--- src/rtl/wkn_pkg.sv ---
package wkn_pkg;

    localparam int REG_W = 32;

    typedef enum logic [2:0] {
        TRIG_LVL_LOW  = 3'b000,
        TRIG_FALL     = 3'b010,
        TRIG_LVL_HIGH = 3'b100,
        TRIG_RISE     = 3'b110,
        TRIG_BOTH     = 3'b111
    } trig_e;

    localparam logic [2:0] TRIG_RESET = TRIG_LVL_HIGH;

    typedef struct packed {
        logic valid;
        logic invert;
        logic edge_mode;
        logic both;
    } trig_dec_t;

    // Polarity flip is applied when the top code bit is clear.
    function automatic logic trig_inverts(input logic [2:0] code);
        return ~code[2];
    endfunction

    function automatic trig_dec_t decode_trig(input logic [2:0] code);
        trig_dec_t d;
        d           = '0;
        d.invert    = trig_inverts(code);
        case (code)
            TRIG_LVL_LOW,
            TRIG_LVL_HIGH: d.valid = 1'b1;
            TRIG_FALL,
            TRIG_RISE: begin
                d.valid     = 1'b1;
                d.edge_mode = 1'b1;
            end
            TRIG_BOTH: begin
                d.valid     = 1'b1;
                d.edge_mode = 1'b1;
                d.both      = 1'b1;
            end
            default: d.valid = 1'b0;
        endcase
        return d;
    endfunction

endpackage

--- src/rtl/wkn_sync.sv ---
module wkn_sync #(
    parameter int W = 8
) (
    input  logic         clk,
    input  logic         rst,
    input  logic [W-1:0] d,
    output logic [W-1:0] q
);
    logic [W-1:0] stage1;
    logic [W-1:0] stage2;

    always_ff @(posedge clk) begin
        if (rst) begin
            stage1 <= '0;
            stage2 <= '0;
        end else begin
            stage1 <= d;
            stage2 <= stage1;
        end
    end

    assign q = stage2;
endmodule

--- src/rtl/wkn_regs.sv ---
module wkn_regs
    import wkn_pkg::*;
#(
    parameter int NUM_PINS = 168,
    parameter int ADDR_W   = 10,
    parameter int EN_BASE  = 4,
    parameter int CFG_BASE = 68
) (
    input  logic                  clk,
    input  logic                  rst,
    input  logic                  wr_en,
    input  logic [ADDR_W-1:0]     addr,
    input  logic [REG_W-1:0]      wr_data,
    output logic [REG_W-1:0]      rd_data,
    output logic [NUM_PINS-1:0]   en_vec,
    output logic [3*NUM_PINS-1:0] cfg_flat,
    output logic [NUM_PINS-1:0]   arm_vec,
    output logic                  arm_inv
);
    logic [NUM_PINS-1:0] en_q;
    logic [2:0]          cfg_q [NUM_PINS];
    logic [NUM_PINS-1:0] cfg_hit;
    logic [REG_W-1:0]    rd_val;

    always_comb begin
        for (int p = 0; p < NUM_PINS; p++) begin
            cfg_hit[p] = wr_en && (int'(addr) == CFG_BASE + p);
        end
    end

    always_ff @(posedge clk) begin
        if (rst) begin
            en_q <= '0;
            for (int p = 0; p < NUM_PINS; p++) begin
                cfg_q[p] <= TRIG_RESET;
            end
        end else begin
            for (int p = 0; p < NUM_PINS; p++) begin
                if (wr_en && (int'(addr) == EN_BASE + p / REG_W)) begin
                    en_q[p] <= wr_data[p % REG_W];
                end
                if (cfg_hit[p]) begin
                    cfg_q[p] <= wr_data[2:0];
                end
            end
        end
    end

    always_comb begin
        rd_val = '0;
        for (int p = 0; p < NUM_PINS; p++) begin
            if (int'(addr) == EN_BASE + p / REG_W) begin
                rd_val[p % REG_W] = en_q[p];
            end
            if (int'(addr) == CFG_BASE + p) begin
                rd_val[2:0] = cfg_q[p];
            end
        end
    end

    always_ff @(posedge clk) begin
        if (rst) begin
            rd_data <= '0;
        end else begin
            rd_data <= rd_val;
        end
    end

    generate
        for (genvar g = 0; g < NUM_PINS; g++) begin : g_flat
            assign cfg_flat[3*g +: 3] = cfg_q[g];
        end
    endgenerate

    assign en_vec  = en_q;
    assign arm_vec = cfg_hit;
    assign arm_inv = trig_inverts(wr_data[2:0]);
endmodule

--- src/rtl/wkn_lane.sv ---
module wkn_lane
    import wkn_pkg::*;
(
    input  logic       clk,
    input  logic       rst,
    input  logic       sync_in,
    input  logic       enable,
    input  logic [2:0] code,
    input  logic       arm,
    input  logic       arm_inv,
    output logic       irq
);
    trig_dec_t dec;
    logic      pol;
    logic      hist_q;
    logic      evt;
    logic      irq_q;

    assign dec = decode_trig(code);
    assign pol = sync_in ^ dec.invert;

    always_comb begin
        if (!dec.valid) begin
            evt = 1'b0;
        end else if (!dec.edge_mode) begin
            evt = pol;
        end else if (dec.both) begin
            evt = pol ^ hist_q;
        end else begin
            evt = pol & ~hist_q;
        end
    end

    always_ff @(posedge clk) begin
        if (rst) begin
            hist_q <= 1'b0;
            irq_q  <= 1'b0;
        end else if (arm) begin
            // Reload history under the incoming polarity; hold output low.
            hist_q <= sync_in ^ arm_inv;
            irq_q  <= 1'b0;
        end else begin
            hist_q <= pol;
            irq_q  <= enable & evt;
        end
    end

    assign irq = irq_q;
endmodule

--- src/rtl/wkn_top.sv ---
module wkn_top
    import wkn_pkg::*;
#(
    parameter int NUM_PINS = 168,
    parameter int ADDR_W   = 10
) (
    input  logic                clk,
    input  logic                rst,
    input  logic [NUM_PINS-1:0] pin_in,
    input  logic                wr_en,
    input  logic [ADDR_W-1:0]   addr,
    input  logic [31:0]         wr_data,
    output logic [31:0]         rd_data,
    output logic [NUM_PINS-1:0] irq_out
);
    localparam int EN_BASE  = 4;
    localparam int CFG_BASE = 68;

    logic [NUM_PINS-1:0]   pin_sync;
    logic [NUM_PINS-1:0]   en_vec;
    logic [3*NUM_PINS-1:0] cfg_flat;
    logic [NUM_PINS-1:0]   arm_vec;
    logic                  arm_inv;

    wkn_sync #(.W(NUM_PINS)) u_sync (
        .clk (clk),
        .rst (rst),
        .d   (pin_in),
        .q   (pin_sync)
    );

    wkn_regs #(
        .NUM_PINS (NUM_PINS),
        .ADDR_W   (ADDR_W),
        .EN_BASE  (EN_BASE),
        .CFG_BASE (CFG_BASE)
    ) u_regs (
        .clk      (clk),
        .rst      (rst),
        .wr_en    (wr_en),
        .addr     (addr),
        .wr_data  (wr_data),
        .rd_data  (rd_data),
        .en_vec   (en_vec),
        .cfg_flat (cfg_flat),
        .arm_vec  (arm_vec),
        .arm_inv  (arm_inv)
    );

    generate
        for (genvar g = 0; g < NUM_PINS; g++) begin : g_lane
            wkn_lane u_lane (
                .clk     (clk),
                .rst     (rst),
                .sync_in (pin_sync[g]),
                .enable  (en_vec[g]),
                .code    (cfg_flat[3*g +: 3]),
                .arm     (arm_vec[g]),
                .arm_inv (arm_inv),
                .irq     (irq_out[g])
            );
        end
    endgenerate
endmodule

--- config.mk ---
export PLATFORM = sky130hd
export DESIGN_NAME = wkn_top
export DESIGN_NICKNAME = d
export VERILOG_FILES = /design/src/rtl/wkn_pkg.sv /design/src/rtl/wkn_sync.sv /design/src/rtl/wkn_regs.sv /design/src/rtl/wkn_lane.sv /design/src/rtl/wkn_top.sv
export SDC_FILE = /design/constraint.sdc
export NUM_CORES = 2
export LEC_CHECK = 0
export CORE_MARGIN = 2
export CORE_UTILIZATION = 30
export DETAILED_ROUTE_END_ITERATION = 8
export PLACE_DENSITY = 0.46
export SETUP_SLACK_MARGIN = 0.3
export SYNTH_ARGS = -nofsm -noshare
export SYNTH_HDL_FRONTEND = slang
export SYNTH_SLANG_ARGS = --single-unit
--- constraint.sdc ---
create_clock -name clk -period 3.17 [get_ports clk]
set_input_delay 0.634 -clock clk [delete_from_list [all_inputs] [get_ports clk]]
set_output_delay 0.634 -clock clk [all_outputs]
set_load 0.05 [all_outputs]
==> impl_metrics.env <==
export IMPL_cp_end_kind="flip-flop"
export IMPL_hold_class="primary input to flip-flop"
export IMPL_grt_max_degree=159
export IMPL_grt_pass1_vias=53400
export IMPL_critPathKind="primary input to flip-flop"
export IMPL_die_w_um=467
export IMPL_avgSynthCellArea_um2=9.36
export IMPL_r2r_start="u_regs.cfg_q[0][205]$_SDFFCE_PN0P_"
export IMPL_clk_pin_slew_ns=0.07
export IMPL_ant_nets=0
export IMPL_cts_tree="yes"
export IMPL_drt_iter0_drc=6169
export IMPL_post_drt_wl_per_cell_um=29.4
export IMPL_cts_hold_buf=0
export IMPL_max_slew_margin_pct=43.0
export IMPL_core_um2=213000
export IMPL_insertion_delay_ns=0.85
export IMPL_syn_num_nets=7255
export IMPL_syn_to_final_growth_pct=29.9
export IMPL_power_switching_mw=11.2
export IMPL_min_period_ns=2.91
export IMPL_peakVddDrop_uv=510
export IMPL_rows=169
export IMPL_post_route_period_util_pct=91.9
export IMPL_cts_root_buffer="clkbuf_16"
export IMPL_synth_distinct_cells=96
export IMPL_status="completed"
export IMPL_p_sw_share_pct=26.0
export IMPL_slew_viol_final=0
export IMPL_timing_setup_tns_ns=0
export IMPL_drv_cap=0
export IMPL_die_area_um2=218000
export IMPL_syn_cell_area_um2=64300
export IMPL_drive_above_1_share_pct=17.1
export IMPL_yosysWarnings=0
export IMPL_stdcell_count=10800
export IMPL_antenna_found_initial=32
export IMPL_critPathLaunchType="primary input"
export IMPL_async_reset_ff_share_pct=0
export IMPL_preCtsSetupSlack_ns=-1.50
export IMPL_finalWorstSetupSlack_ns=0.256
export IMPL_start_util_pct=30.2
export IMPL_netlist_instances=6874
export IMPL_p_int_mw=32.0
export IMPL_arrival_ns=3.65
export IMPL_fin_util_pct=39.3
export IMPL_worstMarginPinSlew_ns=0.853
export IMPL_die_h_um=467
export IMPL_setup_viol=0
export IMPL_p_seq_share_pct=46.2
export IMPL_grt_overflow=0
export IMPL_startpoint="addr[5]"
export IMPL_critical_path_required_ns=3.90
export IMPL_wirelength_um=317000
export IMPL_path_max_fanout=8
export IMPL_synth_seq_cells=1376
export IMPL_drc=0
export IMPL_power_mw=43.2
export IMPL_synth_edf_count=504
export IMPL_cts_max_level=4
export IMPL_clkPwrFrac_pct=44.5
export IMPL_rsz0062_at_grt="true"
export IMPL_synth_flop_cell="dfxtp_1"
export IMPL_io_pins=413
export IMPL_min_from="rst"
export IMPL_p_per_area_nw_per_um2=517
export IMPL_avgViaCountPerCell=5.18
export IMPL_fmax_ghz=0.343
export IMPL_hold_viol=0
export IMPL_dr_total_vias=55800
export IMPL_io_buffers=412
export IMPL_grt_usage_pct=28.3
export IMPL_gp_congestion=0.999
export IMPL_dpl_hpwl_um=251000
export IMPL_clk_path_buf_depth=3
export IMPL_worst_clock_skew_ns=0.0389
export IMPL_synth_seq_area_share_pct=50.7
export IMPL_firstDrtPassIters=7
export IMPL_combPwrFrac_pct=9.2
export IMPL_p_leak_nw=31.9
export IMPL_layout_nets=8203
export IMPL_cts_sinks=1376
export IMPL_grt_pass1_wl_um=432000
export IMPL_cts_made_buffers=157
export IMPL_placed_cells=10500
power by group through the flow:
| stage | clock, mW | sequential [mW] | combinational, mW |
|---|---|---|---|
| 6_report | 19.2 | 20.0 | 3.99 |
| 3_3_place_gp | 0 | 20.4 | 3.81 |
| 3_5_place_dp | 0 | 20.3 | 3.89 |
| 5_1_grt | 20.3 | 20.0 | 4.35 |
| 4_1_cts | 19.6 | 20.0 | 3.94 |
| 2_1_floorplan | 0 | 19.8 | 2.26 |
worst paths after layout:
check / end / slack, ns / cells after the start
max: u_regs.rd_data[1]$_SDFF_PP0_ / 0.26 / 12
min: g_lane[161].u_lane.hist_q$_SDFF_PP0_ / 0.14 / 2
max reg2reg: u_regs.rd_data[1]$_SDFF_PP0_ / 0.35 / 12
min reg2reg: u_sync.q[55]$_SDFF_PP0_ / 0.43 / 1
registers in the layout, indices dropped and copies added (netlist names):
name and cells:
u_regs.rd_data 32, u_sync.stage1 168, g_lane.u_lane.hist_q 168, g_lane.u_lane.irq 168
u_regs.cfg_q 504, u_sync.q 168, u_regs.en_vec 168
cells by family (layout without fill, tap and decap cells):
logic type / count (synthesis) / after routing / share of synthesized area [%]
buf+inv: 1000 / 2082 / 7.14
mux: 193 / 193 / 3.02
other cells: 0 / 8 / 0
xor+xnor: 337 / 337 / 4.59
compound gates: 1145 / 1145 / 11.9
simple gates: 2655 / 2656 / 19.5
flops: 1376 / 1376 / 50.7
fa+ha+maj: 168 / 168 / 3.27
worst max-delay path, stage by stage:
cell and delay, ns:
clkdlybuf4s50_1 0.50, buf_6 0.16, nor2b_4 0.27, and3_1 0.56
nand2_1 0.32, buf_4 0.22, nor2_1 0.08, nor2_1 0.07
and3_1 0.22, o211ai_1 0.24, o22a_1 0.28, o21ai_1 0.08
through the flow:
| step | hold WS (ns) | instance area (um^2) |
|---|---|---|
| final | 0.139 | 83600 |
| after global routing | 0.151 | 83500 |
| after CTS | 0.0958 | 83100 |
| after detailed placement | 0.420 | 77300 |
| after global placement | 0.422 | 77300 |
| after floorplan | 0.414 | 64400 |
placed cells by master (no fill, tap or decap), types with 176 or more instances in the layout:
| cell | count |
|---|---|
| xnor2_1 | 336 |
| nand3_1 | 184 |
| mux2i_1 | 184 |
| dfxtp_1 | 872 |
| o22ai_1 | 224 |
| nor2_1 | 700 |
| a21oi_1 | 255 |
| nor2b_1 | 345 |
| nand2b_1 | 176 |
| nand2_1 | 942 |
| inv_1 | 435 |
| edfxtp_1 | 504 |
| buf_4 | 830 |
| clkdlybuf4s50_1 | 399 |
cell type report:
type | count | area, um^2
Timing Repair Buffer | 1353 | 12500
Tap cell | 2821 | 3530
Clock buffer | 236 | 4860
Inverter | 435 | 1630
Sequential cell | 1376 | 32600
Multi-Input combinational cell | 4499 | 27800
Clock inverter | 58 | 648
Fill cell | 21300 | 129000
Antenna cell | 8 | 20.0
routing by layer:
metal | wire, um | up-vias | track usage (%)
li1 | - | 25300 | -
met1 | 141000 | 27800 | 39.7
met2 | 140000 | 2279 | 43.7
met3 | 21500 | 404 | 3.96
met4 | 14400 | 14 | 11.5
met5 | 90 | - | 0
cells in the mapped netlist (all sizes together) (8+ instances only):
cell,n,share of area [%]
nor4,15,0.16
a22o,10,0.14
a21oi,266,2.1
nor2b,349,3.4
o221ai,13,0.18
nor3,66,0.53
mux2i,184,2.9
o31ai,8,0.093
nor4b,8,0.20
edfxtp,504,24
and2,13,0.13
o32ai,12,0.16
nand2b,178,1.7
nand2,952,5.6
or4,8,0.099
xnor2,336,4.6
a221o,15,0.23
or3,10,0.097
nor2,722,4.3
nand4bb,8,0.14
a2111oi,14,0.19
nor3b,85,0.99
o211ai,30,0.35
o2111ai,8,0.11
o22ai,224,2.2
a211oi,109,1.3
dfxtp,872,27
a211o,10,0.14
a22oi,175,2.0
a32oi,12,0.16
clkbuf,277,1.6
a31oi,50,0.49
o21ai,99,0.77
mux2,9,0.16
buf,288,3.0
a221oi,18,0.25
nand3,187,1.5
ha,168,3.3
and3,20,0.19
inv,435,2.5
repair_timing:
action	in CTS	in global routing
setup endpoints to repair	79	6
gates resized for setup	76	77
pin swaps	10	22
buffers inserted	8	8
cloned	1	0
(Power assumes the default switching activity.)
